File: src/rtl/wdog_keyed.sv
module wdog_keyed #(
  parameter logic [15:0] KEY_A = 16'h5555,
  parameter logic [15:0] KEY_B = 16'hAAAA
) (
  input  logic        clk,
  input  logic        por_n,
  input  logic        sys_rst_n,
  input  logic        tick,
  input  logic        lowpwr,
  input  logic        we,
  input  logic [3:0]  addr,
  input  logic [15:0] wdata,
  output logic [15:0] rdata,
  output logic        wdog_rst
);
  localparam logic [3:0] A_CTRL = 4'h0;
  localparam logic [3:0] A_SVC  = 4'h2;
  localparam logic [3:0] A_STAT = 4'h4;

  logic [7:0] tmo, cnt;
  logic en, rst_en, susp, armed, tout, rst_q;

  wire rst_n   = por_n & sys_rst_n;
  wire ctrl_wr = we && (addr == A_CTRL);
  wire svc_wr  = we && (addr == A_SVC);
  wire svc_ok  = svc_wr && armed && (wdata == KEY_B);
  wire en_load = ctrl_wr && wdata[2] && !en;
  wire run     = en && !(susp && lowpwr);
  wire expire  = run && tick && (cnt == 8'd0) && !svc_ok;
  wire sw_req  = ctrl_wr && !wdata[4];
  wire hit     = expire && rst_en;

  assign wdog_rst = rst_q;

  always_ff @(posedge clk or negedge rst_n) begin
    if (!rst_n) begin
      tmo <= '0; rst_en <= 1'b0; en <= 1'b0; susp <= 1'b0;
    end else if (ctrl_wr) begin
      tmo    <= wdata[15:8];
      rst_en <= wdata[3];
      en     <= en | wdata[2];
      susp   <= susp | wdata[0];
    end
  end

  always_ff @(posedge clk or negedge rst_n) begin
    if (!rst_n) armed <= 1'b0;
    else if (svc_wr) armed <= (wdata == KEY_A);
  end

  always_ff @(posedge clk or negedge rst_n) begin
    if (!rst_n) cnt <= '0;
    else if (en_load) cnt <= wdata[15:8];
    else if (svc_ok) cnt <= tmo;
    else if (run && tick) cnt <= (cnt == 8'd0) ? tmo : cnt - 8'd1;
  end

  always_ff @(posedge clk or negedge rst_n) begin
    if (!rst_n) rst_q <= 1'b0;
    else if (hit || sw_req) rst_q <= 1'b1;
    else if (tick) rst_q <= 1'b0;
  end

  always_ff @(posedge clk or negedge por_n) begin
    if (!por_n) tout <= 1'b0;
    else if (hit) tout <= 1'b1;
    else if (sw_req) tout <= 1'b0;
  end

  always_comb begin
    case (addr)
      A_CTRL:  rdata = {tmo, 3'b000, 1'b1, rst_en, en, 1'b0, susp};
      A_STAT:  rdata = {14'd0, tout, 1'b0};
      default: rdata = 16'h0000;
    endcase
  end
endmodule


File: config.mk
export PLATFORM = sky130hd
export DESIGN_NAME = wdog_keyed
export DESIGN_NICKNAME = d
export VERILOG_FILES = /design/src/rtl/wdog_keyed.sv
export SDC_FILE = /design/constraint.sdc
export NUM_CORES = 1
export LEC_CHECK = 0
export ABC_AREA = 1
export BUFFER_PORTS_ARGS = -buffer_cell sky130_fd_sc_hd__buf_2
export CAP_MARGIN = 20
export CELL_PAD_IN_SITES_DETAIL_PLACEMENT = 1
export CELL_PAD_IN_SITES_GLOBAL_PLACEMENT = 2
export CORE_ASPECT_RATIO = 0.8
export CORE_MARGIN = 2
export CORE_UTILIZATION = 25
export DETAILED_ROUTE_END_ITERATION = 10
export PLACE_DENSITY_LB_ADDON = 0.1
export REMOVE_ABC_BUFFERS = 1
export SLEW_MARGIN = 20
export SYNTH_ARGS = -nofsm -noshare
export SYNTH_HDL_FRONTEND = slang
export SYNTH_SLANG_ARGS = --single-unit
File: constraint.sdc
create_clock -name clk -period 1.4 [get_ports clk]
set_input_delay 0.35 -clock clk [delete_from_list [all_inputs] [get_ports clk]]
set_output_delay 0.35 -clock clk [all_outputs]
set_load 0.02 [all_outputs]
# Word-level counts from Yosys, hierarchy flattened
# Cells that the tools add are included.
[totals] reg_bits=22 inputBits=26 word_cells=48
[op_classes] n_addsub=1 eq_ne=4 muxes=9 bitwise=3 reduce_logical=23
[op_table] cell="$mux 8" count=4
[op_table] cell="$pmux 16 s2" count=1
[op_table] cell="$eq 16x15->1 const B" count=1
[op_table] cell="$eq 16x16->1 const B" count=1
[op_table] cell="$logic_and 1x1->1" count=13
[op_table] cell="$logic_not 8->1" count=1
[op_table] cell="$sub 8x1->8 const B" count=1
[op_table] cell="$eq 4x2->1 const B" count=1
[op_table] cell="$eq 4x3->1 const B" count=1
[op_table] cell="$logic_not 1->1" count=4
[op_table] cell="$logic_not 4->1" count=1
[op_table] cell="$mux 1" count=4
[op_table] cell="$reduce_bool 2->1" count=2
[op_table] cell="$reduce_bool 3->1" count=1
[op_table] cell="$or 1x1->1" count=2
[op_table] cell="$and 1x1->1" count=1
[op_table] cell="$logic_or 1x1->1" count=1

# Logic depth before layout (Yosys ltp)
[depth] word_depth=9 depth_mapped=11 ltp_nobuf=10

# Least setup slack after synthesis
# No wires, ideal clock.
[synth_timing] path_type="input to output" from="in addr[1]" to="out rdata[1]" t_arrival_ns=1.069 slack_ns=-0.019 path_stages=1 cell_sequence="nor4_1"
[synth_via] elab_chain_cells=2 elab_cells_between_ends=3 cone_classes="eq/ne: 1; mux: 1; reduce/logical: 1"
[synth_lines] element="start, declared" line_no="11" rtl="input logic [3:0] addr,"
[synth_lines] element="$eq 4x3->1 / $logic_not 4->1 (equally long branches)" line_no="71" rtl="case (addr)"
[synth_lines] element="$pmux 16 s2 *" line_no="71"
[synth_lines] element="end, declared" line_no="13" rtl="output logic [15:0] rdata,"
# Every way passes the cells marked *; elsewhere a longest branch is shown, timed or not.

# Worst setup path after layout
[layout_timing] from="reg tout" to="out rdata[1]"
[layout_via] elab_chain_cells=1
[layout_lines] element="start, declared" line_no="21" rtl="logic en, rst_en, susp, armed, tout, rst_q;"
[layout_lines] element="start signal, assigned" line_no="65" rtl="if (!por_n) tout <= 1'b0;"
[layout_lines] element="start signal, assigned" line_no="66" rtl="else if (hit) tout <= 1'b1;"
[layout_lines] element="start signal, assigned" line_no="67" rtl="else if (sw_req) tout <= 1'b0;"
[layout_lines] element="$pmux 16 s2" line_no="71"
# No other way between the ends.

==> results.sh <==
export IMPL_outcome="finished with violations"
export IMPL_failed_checks="negative setup slack"
export IMPL_synth_sequential_area_ratio=0.329
export IMPL_num_rows=26
export IMPL_setup_tns_ns=-0.236
export IMPL_synth_cell_types=23
export IMPL_hold_removal_path_class="in -> async"
export IMPL_crit_path_end_kind="primary output"
export IMPL_cts_clk_pin_slew_worst_paths_ns=0.09
export IMPL_grt_total_usage=0.178
export IMPL_dp_cells=416
export IMPL_clockBufferDepth=2
export IMPL_layout_core_utilization=0.420
export IMPL_crit_path_top_delay_cell="sky130_fd_sc_hd__dfrtp_1"
export IMPL_critical_path_max_fanout=2
export IMPL_finalNonFillerCells=429
export IMPL_cp_slowest_stage_delay_ns=0.37
export IMPL_postSynthCellCount=258
export IMPL_core_area_um2=6440
export IMPL_post_dp_hpwl_mm=4.64
export IMPL_drtPass1Iterations=4
export IMPL_p_leak_nw=1.42
export IMPL_setup_viol=12
export IMPL_clock_tree_root_cell="sky130_fd_sc_hd__clkbuf_8"
export IMPL_ys_seq_elements=22
export IMPL_worstPathRequired_ns=1.05
export IMPL_drc=0
export IMPL_antenna_found_initial=0
export IMPL_yosys_warnings=0
export IMPL_drive_gt1_frac=0.403
export IMPL_clock_insertion_delay_worst_skew_ns=0.27
export IMPL_synth_area_per_cell_um2=6.48
export IMPL_cp_arrival_ns=1.14
export IMPL_antenna_cells_inserted=0
export IMPL_cts_htree_levels=1
export IMPL_grt_max_degree=22
export IMPL_vdd_ir_drop_max_uv=360
export IMPL_mappedNetlistArea_um2=1670
export IMPL_io_pins=43
export IMPL_power_per_cell_area_nw_per_um2=1250
export IMPL_finalPower_w=0.00338
export IMPL_use_met2=0.269
export IMPL_final_net_count=374
export IMPL_postRouteAntennaNets=0
export IMPL_rsz0062_at_grt="yes"
export IMPL_globalRouteOverflowTotal=0
export IMPL_crit_path_cell_trace="nand2_1, nor4_2, buf_4"
export IMPL_synthDominantAreaCellType="sky130_fd_sc_hd__dfrtp_1"
export IMPL_synth_edf_count=0
export IMPL_crit_path_start_kind="register"
export IMPL_globalRouteMet1Util=0.269
export IMPL_synth_ff_type="sky130_fd_sc_hd__dfrtp_1"
export IMPL_multi_input_comb_area_um2=1060
export IMPL_grt_util_met3=0.0334
export IMPL_final_max_slew_viol_count=0
export IMPL_period_minus_slack_ns=1.49
export IMPL_cts_tree="built"
export IMPL_nFillCells=812
export IMPL_cap_viol_max_count=0
export IMPL_routed_wire_length_per_instance_um=13.9
export IMPL_yosysTopAreaCellShare=0.329
export IMPL_floorplan_initialDensity=0.260
export IMPL_die_area_um2=7370
export IMPL_drt_wl_total_mm=5.95
export IMPL_viasPerCell=4.57
export IMPL_async_reset_ff_frac=1.00
export IMPL_layout_worst_path_cycle_share=1.06
export IMPL_most_heavily_used_metal_layer_in_global_routing="met1"
export IMPL_numCtsBuffers=3
export IMPL_via_count_of_the_first_global_routing_pass=2084
export IMPL_setup_ws_ns=-0.0881
export IMPL_cts_sinks=22
export IMPL_seqCellArea_um2=551
export IMPL_syn_to_final_growth_pct=61.8
export IMPL_port_buffers=39
export IMPL_globalplace_congestion=0.772
export IMPL_vias=1960
export IMPL_worstSetupPathType="reg -> out"
export IMPL_first_iter_violations=39
export IMPL_fin_skew_ns=0.00252
export IMPL_fmaxAchievable_mhz=672
export IMPL_die_height_um=77.2
export IMPL_synth_top_cells_by_area="sky130_fd_sc_hd__dfrtp_1, sky130_fd_sc_hd__nand2_1, sky130_fd_sc_hd__inv_1"
export IMPL_die_width_um=95.5
export IMPL_first_pass_grt_wire_length_mm=10.2
export IMPL_timing_final_hold_violations=0
-- report_power, final --
part	switching (W)	total, W	internal (W)
combinational	0.000995	0.00181	0.000811
sequential	0.000130	0.000951	0.000821
clock	0.000240	0.000623	0.000383
-- area by class of cell --
class,count,share of cell area
Clock buffer,3,0.0153
Timing Repair Buffer,88,0.267
Tap cell,84,0.0388
Inverter,50,0.0730
Sequential cell,22,0.203
Clock inverter,1,0.0111
Multi-Input combinational cell,181,0.391
-- kinds of logic (layout without fill, tap and decap cells) --
family	count (synthesis)	in the layout	synth area share
fa+ha+maj	2	2	0.0150
buf+inv	58	142	0.153
flops	22	22	0.329
simple gates	156	157	0.435
compound gates	16	16	0.0501
other cells	1	3	0.00224
xor+xnor	3	3	0.0157
-- layout by cell type (no fill, tap or decap), drive strengths merged --
master       Yosys  routed
o221ai           1       1
inv             49      49
nor2            40      40
bufinv           0       1
dlygate4sd3      0       1
nand4           12      12
buf              6      87
nand2           70      70
xor2             3       3
clkinv           1       1
conb             1       3
nand3           31      32
dfrtp           22      22
ha               2       2
clkbuf           2       3
o21ai           15      15
nor4             3       3
-- worst paths after layout --
check | startpoint | endpoint | slack, ns | cells after the start
max | tout | rdata[1] | -0.09 | 3
min | sys_rst_n | en | 0.12 | 4
max reg2reg | armed | cnt[4] | 0.02 | 10
min reg2reg | susp | susp | 0.53 | 2
max in group asynchronous | por_n | cnt[0] | 0.49 | 5
min in group clk | wdata[12] | tmo[4] | 0.31 | 3
-- worst max-delay path: cells and delay by family (launching register included) --
kind	cells	cell delay, ns
buf+inv	1	0.21
flops	1	0.37
simple gates	2	0.28
-- synth_stat cells (2+ instances only) --
library cell and count:
sky130_fd_sc_hd__nand2_1 68, sky130_fd_sc_hd__inv_1 47, sky130_fd_sc_hd__nor2_1 37, sky130_fd_sc_hd__nand3_1 27, sky130_fd_sc_hd__dfrtp_1 22, sky130_fd_sc_hd__nand4_1 12
sky130_fd_sc_hd__o21ai_1 12, sky130_fd_sc_hd__buf_4 3, sky130_fd_sc_hd__buf_6 3, sky130_fd_sc_hd__nand3_4 3, sky130_fd_sc_hd__nor4_1 3, sky130_fd_sc_hd__o21ai_0 3
sky130_fd_sc_hd__xor2_1 3, sky130_fd_sc_hd__clkbuf_1 2, sky130_fd_sc_hd__ha_1 2, sky130_fd_sc_hd__inv_2 2, sky130_fd_sc_hd__nand2_2 2, sky130_fd_sc_hd__nor2_4 2
-- stage by stage --
step           hold slack [ns]  area [µm²]  setup slack [ns]
6_report                 0.121        2710           -0.0881
5_1_grt                  0.162        2710            -0.151
4_1_cts                  0.128        2560           -0.0726
3_5_place_dp             0.134        2260            -0.207
3_3_place_gp             0.132        2260            -0.227
2_1_floorplan           0.0544        1620            -0.247
-- routing by layer --
metal	vias up	routed length [µm]
met1	940	3050
met3	2	255
met4	0	24
met2	39	2630
met5	-	0
li1	979	-
-- timing repair --
item,CTS,global route
pin swaps,6,9
hold endpoints to repair,1,0
setup endpoints to repair,23,23
setup buffers,1,7
resized for setup,60,28
hold buffers,1,0
gates cloned,1,0
-- sequential cells by signal (all words and copies together) (netlist names) --
name,cells
tmo,8
en,1
tout,1
wdog_rst,1
cnt,8
rst_en,1
armed,1
susp,1
(Power assumes the default switching activity.)
